===== config.mk =====
export PLATFORM = sky130hd
export DESIGN_NAME = hazard_scoreboard
export DESIGN_NICKNAME = d
export VERILOG_FILES = /design/src/rtl/hazard_sb_pkg.sv /design/src/rtl/sb_slot_ring.sv /design/src/rtl/sb_probe.sv /design/src/rtl/hazard_scoreboard.sv
export SDC_FILE = /design/constraint.sdc
export NUM_CORES = 1
export LEC_CHECK = 0
export BUFFER_PORTS_ARGS = -buffer_cell sky130_fd_sc_hd__buf_2
export CORE_MARGIN = 8
export CORE_UTILIZATION = 35
export DETAILED_ROUTE_END_ITERATION = 8
export GPL_TIMING_DRIVEN = 0
export HOLD_SLACK_MARGIN = 0.02
export SLEW_MARGIN = 20
export SYNTH_ARGS = -nofsm -noshare
export SYNTH_HDL_FRONTEND = slang
export SYNTH_SLANG_ARGS = --single-unit

===== constraint.sdc =====
create_clock -name clk -period 1.9 [get_ports clk]
set_input_delay 0.095 -clock clk [delete_from_list [all_inputs] [get_ports clk]]
set_output_delay 0.095 -clock clk [all_outputs]
set_load 0.1 [all_outputs]

===== src/rtl/hazard_sb_pkg.sv =====
package hazard_sb_pkg;

  // Position of a slot relative to the head of the ring (0 = oldest).
  function automatic int slot_age(input int slot, input int head, input int depth);
    return (slot + depth - head) % depth;
  endfunction

  // Next pointer value in a ring of the given depth.
  function automatic int ring_next(input int ptr, input int depth);
    return (ptr + 1) % depth;
  endfunction

  // Equality of an optional probe against an optional entry.
  function automatic logic opt_match(input logic a_vld, input logic [31:0] a,
                                     input logic b_vld, input logic [31:0] b);
    return a_vld && b_vld && (a == b);
  endfunction

endpackage


===== src/rtl/sb_slot_ring.sv =====
module sb_slot_ring
  import hazard_sb_pkg::*;
#(
  parameter int IDX_W = 5,
  parameter int DEPTH = 2,
  localparam int PTR_W = (DEPTH > 1) ? $clog2(DEPTH) : 1,
  localparam int CNT_W = $clog2(DEPTH + 1)
) (
  input  logic                        clk,
  input  logic                        rst,
  input  logic                        ins_fire,
  input  logic                        ins_has_dst,
  input  logic [IDX_W-1:0]            ins_idx,
  input  logic                        rem_fire,
  output logic [DEPTH-1:0]            ent_vld,
  output logic [DEPTH-1:0][IDX_W-1:0] ent_idx,
  output logic [DEPTH-1:0]            live,
  output logic [CNT_W-1:0]            occ_count
);

  logic [PTR_W-1:0] head_q, tail_q;
  logic [CNT_W-1:0] cnt_q;

  assign occ_count = cnt_q;

  // Occupied slots, minus the head when it is being removed this cycle.
  for (genvar s = 0; s < DEPTH; s++) begin : g_live
    logic occupied;
    always_comb begin
      occupied = slot_age(s, int'(head_q), DEPTH) < int'(cnt_q);
      live[s]  = occupied && !(rem_fire && (int'(head_q) == s));
    end
  end

  always_ff @(posedge clk) begin
    if (rst) begin
      head_q  <= '0;
      tail_q  <= '0;
      cnt_q   <= '0;
      ent_vld <= '0;
      ent_idx <= '0;
    end else begin
      if (rem_fire) begin
        head_q <= PTR_W'(ring_next(int'(head_q), DEPTH));
      end
      if (ins_fire) begin
        ent_vld[tail_q] <= ins_has_dst;
        ent_idx[tail_q] <= ins_idx;
        tail_q          <= PTR_W'(ring_next(int'(tail_q), DEPTH));
      end
      case ({ins_fire, rem_fire})
        2'b10:   cnt_q <= cnt_q + 1'b1;
        2'b01:   cnt_q <= cnt_q - 1'b1;
        default: cnt_q <= cnt_q;
      endcase
    end
  end

endmodule


===== src/rtl/sb_probe.sv =====
module sb_probe
  import hazard_sb_pkg::*;
#(
  parameter int IDX_W = 5,
  parameter int DEPTH = 2
) (
  input  logic                        q_vld,
  input  logic [IDX_W-1:0]            q_idx,
  input  logic [DEPTH-1:0]            live,
  input  logic [DEPTH-1:0]            ent_vld,
  input  logic [DEPTH-1:0][IDX_W-1:0] ent_idx,
  output logic                        hit
);

  logic [DEPTH-1:0] match;

  for (genvar s = 0; s < DEPTH; s++) begin : g_cmp
    assign match[s] = live[s] &&
                      opt_match(q_vld, 32'(q_idx), ent_vld[s], 32'(ent_idx[s]));
  end

  assign hit = |match;

endmodule


===== src/rtl/hazard_scoreboard.sv =====
module hazard_scoreboard #(
  parameter int IDX_W = 5,
  parameter int DEPTH = 2,
  localparam int CNT_W = $clog2(DEPTH + 1),
  localparam int NPROBE = 3
) (
  input  logic             clk,
  input  logic             rst,
  input  logic             insert_valid,
  input  logic             insert_has_dst,
  input  logic [IDX_W-1:0] insert_idx,
  output logic             insert_ready,
  input  logic             remove_valid,
  output logic             remove_ready,
  input  logic             src1_vld,
  input  logic [IDX_W-1:0] src1_idx,
  output logic             src1_hit,
  input  logic             src2_vld,
  input  logic [IDX_W-1:0] src2_idx,
  output logic             src2_hit,
  input  logic             dst_vld,
  input  logic [IDX_W-1:0] dst_idx,
  output logic             dst_hit
);

  logic [DEPTH-1:0]            ent_vld;
  logic [DEPTH-1:0][IDX_W-1:0] ent_idx;
  logic [DEPTH-1:0]            live;
  logic [CNT_W-1:0]            occ_count;
  logic                        ins_fire, rem_fire;
  logic [NPROBE-1:0]           pq_vld, phit;
  logic [NPROBE-1:0][IDX_W-1:0] pq_idx;

  // Remove is resolved first; insert sees the slot it frees.
  assign remove_ready = (occ_count != '0);
  assign rem_fire     = remove_valid && remove_ready;
  assign insert_ready = (int'(occ_count) < DEPTH) || rem_fire;
  assign ins_fire     = insert_valid && insert_ready;

  sb_slot_ring #(.IDX_W(IDX_W), .DEPTH(DEPTH)) u_ring (
    .clk        (clk),
    .rst        (rst),
    .ins_fire   (ins_fire),
    .ins_has_dst(insert_has_dst),
    .ins_idx    (insert_idx),
    .rem_fire   (rem_fire),
    .ent_vld    (ent_vld),
    .ent_idx    (ent_idx),
    .live       (live),
    .occ_count  (occ_count)
  );

  assign pq_vld = {dst_vld, src2_vld, src1_vld};
  assign pq_idx = {dst_idx, src2_idx, src1_idx};

  for (genvar p = 0; p < NPROBE; p++) begin : g_probe
    sb_probe #(.IDX_W(IDX_W), .DEPTH(DEPTH)) u_probe (
      .q_vld  (pq_vld[p]),
      .q_idx  (pq_idx[p]),
      .live   (live),
      .ent_vld(ent_vld),
      .ent_idx(ent_idx),
      .hit    (phit[p])
    );
  end

  assign src1_hit = phit[0];
  assign src2_hit = phit[1];
  assign dst_hit  = phit[2];

endmodule


# == Word-level counts from Yosys, hierarchy flattened ==
# Cells that the tools add are included.
# totals
ff_bits,16
output_inout_bits,5
wordCells,68
# op_classes
addsub,6
order_cmp,5
eq_ne,8
muxes,7
n_bitwise,3
reduce_logical,33
# ops
operator,n
$eq A5 B5 Y1,6
$logic_and A1 B1 Y1,25
$bwmux W10,1
$lt A2 B3 Y1,2
$reduce_or A2 Y1,3
$sub A2 B1 Y3 const A,2
$demux W5 S1,1
$mux W5,1
$pmux W2 S2,1
$reduce_bool A2 Y1,2
$add A1 B1 Y1 const B,2
$add A2 B1 Y2 const B,1
$and A1 B1 Y1,2
$bwmux W2,1
$eq A2 B1 Y1 const B,1
$eq A2 B2 Y1 const B,1
$logic_not A1 Y1,2
$lt A1 B2 Y1 const B,1
$lt A2 B2 Y1 const B,1
$sub A2 B1 Y2 const B,1
$demux W1 S1,1
$ge A1 B1 Y1 const B,1
$logic_or A1 B1 Y1,1
$mux W1,1
$not A1 Y1,1

# == Logic depth before layout (Yosys ltp) ==
# depth
ltp_word,7
depth_mapped,6

# == By module ==
# From an unflattened synthesis, not the netlist that was laid out.
# unflattened
cells_unflattened,125
hier_area_um2,994.7
# modules_own_cells
mod,n_inst,cells_per_inst,area_each_um2,seq_area_each_um2
sb_slot_ring,1,76,613.1,320.3
sb_probe,3,15,118.9,0.0
hazard_scoreboard,1,4,25.0,0.0

# == Least setup slack after synthesis ==
# No wires, ideal clock.
# synth_path
path_kind,register -> register
startpoint,register u_ring.cnt_q[0] (netlist: u_ring.occ_count[0])
endpoint,register u_ring.cnt_q[1] (netlist: u_ring.occ_count[1])
arrival_time_ns,2.092
slack_ns,-0.262
stages_incl_launch_ff,6
period_less_slack_ns,2.162
cell_sequence,dfxtp_1 -> or2_1 -> and2_1 -> ha_1 -> or3_1 -> a21oi_1
# synth_between
elab_chain_cells,6
word_cells_on_any_way,11
classes_between,add/sub (2); order compare (1); eq/ne (2); mux (1); reduce/logical (5)
# synth_lines
element,line,rtl
from (decl),sb_slot_ring.sv:22,logic [CNT_W-1:0] cnt_q;
from (signal assigned),sb_slot_ring.sv:52,2'b10: cnt_q <= cnt_q + 1'b1;
from (signal assigned),sb_slot_ring.sv:53,2'b01: cnt_q <= cnt_q - 1'b1;
from (signal assigned),sb_slot_ring.sv:54,default: cnt_q <= cnt_q;
$reduce_bool A2 Y1 *,hazard_scoreboard.sv:35,assign remove_ready = (occ_count != '0);
net remove_ready,hazard_scoreboard.sv:14,"output logic remove_ready,"
$logic_and A1 B1 Y1 *,hazard_scoreboard.sv:36,assign rem_fire = remove_valid && remove_ready;
net rem_fire,hazard_scoreboard.sv:30,"logic ins_fire, rem_fire;"
$logic_or A1 B1 Y1,hazard_scoreboard.sv:37,assign insert_ready = (int'(occ_count) < DEPTH) || rem_fire;
$logic_and A1 B1 Y1,hazard_scoreboard.sv:38,assign ins_fire = insert_valid && insert_ready;
$eq A2 B1 Y1 / $eq A2 B2 Y1 (equally long branches),sb_slot_ring.sv:51,"case ({ins_fire, rem_fire})"
$pmux W2 S2 / $reduce_bool A2 Y1 (equally long branches),-,
# Mark *: on every way through the listed nets, which the timed path passes. The rest lies on a longest branch.
# A chain may end at the register's enable or synchronous reset.

# == Worst setup path after layout ==
# layout_path
startpoint,register u_ring.ent_idx[2] (netlist name)
endpoint,output src2_hit
# layout_between
elab_chain_cells,4
# layout_lines
element,line,rtl
from (decl),sb_slot_ring.sv:16,"output logic [DEPTH-1:0][IDX_W-1:0] ent_idx,"
"from (signal, indexed assignment)",sb_slot_ring.sv:48,ent_idx[tail_q] <= ins_idx;
$eq A5 B5 Y1,hazard_sb_pkg.sv:16,return a_vld && b_vld && (a == b);
$logic_and A1 B1 Y1,hazard_sb_pkg.sv:16,
$logic_and A1 B1 Y1,sb_probe.sv:18,assign match[s] = live[s] &&
$reduce_or A2 Y1,sb_probe.sv:22,assign hit = |match;
to (decl),hazard_scoreboard.sv:20,"output logic src2_hit,"
# No other way between the ends.

==> impl_metrics.toml <==
[routing]
wl_per_cell_um = 14.6
vias = 887
drc = 0
first_pass_iters = 4
dr_wl_met2_um = 1350
highest_layer = "met4"
wl_um = 2570
dr_wl_met3_um = 137
vias_per_cell = 5.04
ant_nets = 0
m1WireLength_um = 1060
dr.first_iter.drc_count = 11

[finish]
stdcell_count = 176
layout_commonest_cell = "buf_2"
fin_nets = 175
drive_gt1_frac = 0.352
antenna_cells = 0
fillCellCount = 259
area.growth.synth_to_final_pct = 31.0
final_cell_mix = "buf_2 (29), xor2_1 (19), nor2_1 (14)"

[min_path]
min_path_type = "primary input to flip-flop"
min_path_cells = 3

[timing]
min_period_over_period = 0.972
finClkSkew_ps = 2.13
worst_hold_slack_ps = 58.4
worstMarginPinSlew_ps = 490
setup_violations = 0
period_minus_slack_ps = 1850
drv_slew = 0
max_freq_mhz = 541
maxSlewHeadroom = 0.675
report.final.hold_viol_count = 0

[logic_synthesis]
synth_cell_type_count = 26
syn_inst = 109
syn-num-nets = 138
yosysWarnings = 0
ys_ff_latch = 16
synth_top_cell_by_area = "dfxtp_1"
ys_seq_area_frac = 0.321
ys_async_sr_fraction = 0
yosys.area.top_type_share = 0.321
synth_edf_count = 0
synth.area.top_cells = "dfxtp_1 (32%), xor2_1 (17%), xnor2_1 (12%)"
netlist_area_um2 = 998
syn_avg_cell_area_um2 = 9.16
synth_top_flop_cell = "dfxtp_1"

[setup_path]
cp-end-kind = "output port"
crit_arrival_ps = 1750
critPathLaunchType = "flip-flop"
crit_fanout = 4
critical_path_required_ps = 1800
reg2reg_depth = 5
crit_type = "flip-flop to output port"

[floorplanning]
fp.dieW_um = 69.4
io_pins = 33
die_h_um = 69.4
core_area_um2 = 2730
initial_core_util = 0.365
rows = 19
die_area_um2 = 4820

[global_routing]
grt_max_degree = 11
grt_pass1_vias = 979
grt_util_all_layers = 0.103
antenna_found_initial = 0
grt_overflow = 0
grt_pass1_wl_um = 4200

[cts]
clkTransAtPathRegs_ps = 90
tritoncts = "yes"
clock-sinks = 16
clock_latency_ps = 280
cts_root_buffer = "clkbuf_4"
cts_made_buffers = 3
htree_levels = 1
cts_buffer_depth = 2

[outcome]
outcome = "finished clean"

[power]
irDropWorstVdd_uv = 482
power_density_nw_per_um2 = 918
p_leak_nw = 0.645

[run]
cap_viol_max_count = 0

[placed_design]
place.gp.congestion = 0.778
port_buffers = 31
placed_cells = 171
hpwl_um = 2090
critical path: stages (launching register included):
cell     delay [ps]
dfxtp_4         380
xnor2_2         170
nand4_1         110
or4_1           540
nand2_2         110
buf_12          170
per-stage QoR:
stage	worst slack, ps	util	setup TNS [ps]	cell area [um^2]	total power, mW
after CTS	0.994	0.463	0	1260	1.20
final	52.3	0.478	0	1310	1.20
after global placement	34.6	0.439	0	1200	0.947
after detailed placement	27.3	0.439	0	1200	0.965
after global routing	-18.5	0.478	-18.5	1310	1.27
after floorplan	120	-	0	1010	0.851
area by class of cell:
class,instances,area [um^2],share of cell area
sequential,16,337,0.257
buffer,3,12.5,0.00957
tap,31,38.8,0.0297
multi-input combinational,88,693,0.530
timing repair buffer,32,183,0.140
clock buffer,4,36.3,0.0278
inverter,2,7.51,0.00574
report_power, final:
group	switching, mW	internal (mW)
sequential	0.0834	0.395
clock	0.102	0.117
combinational	0.304	0.201
cells by family after synthesis:
logic type / count (synthesis) / share of synthesized area
buf+inv: 5 / 0.0200
fa+ha+maj: 1 / 0.0125
compound gates: 8 / 0.0626
flops: 16 / 0.321
simple gates: 34 / 0.174
xor+xnor: 33 / 0.289
mux: 12 / 0.120
registers in the layout, summed over array words and instances (netlist names):
| register | flops |
|---|---|
| u_ring.tail_q | 1 |
| u_ring.ent_idx | 10 |
| u_ring.head_q | 1 |
| u_ring.ent_vld | 2 |
| u_ring.occ_count | 2 |
routing by layer:
layer | vias to the layer above | global-route usage
li1 | 447 | -
met1 | 418 | 0.112
met2 | 20 | 0.179
met3 | 2 | 0.0272
met4 | 0 | 0.0478
met5 | - | 0
cell usage after synthesis (2+ instances only):
cell type  count
nor2_1        14
nand4_1        4
xnor2_1       14
nor4_1         5
nand2_1        3
a41o_1         2
inv_1          2
dfxtp_1       16
xor2_1        19
a21oi_1        3
mux2i_1       12
what timing repair did:
action,4_1_cts,5_1_grt
gates resized for setup,9,10
hold buffers,0,0
buffers inserted,0,1
pin swaps,0,1
endpoints found under the setup margin,3,1
worst paths after layout:
path	slack, ps	end	start
max	50	src2_hit	u_ring.ent_idx[2]
min	60	u_ring.ent_idx[0]	insert_idx[0]
max reg2reg	190	u_ring.occ_count[1]	u_ring.occ_count[1]
min reg2reg	480	u_ring.tail_q	u_ring.tail_q
No activity file was read; power rests on OpenSTA's default activity.
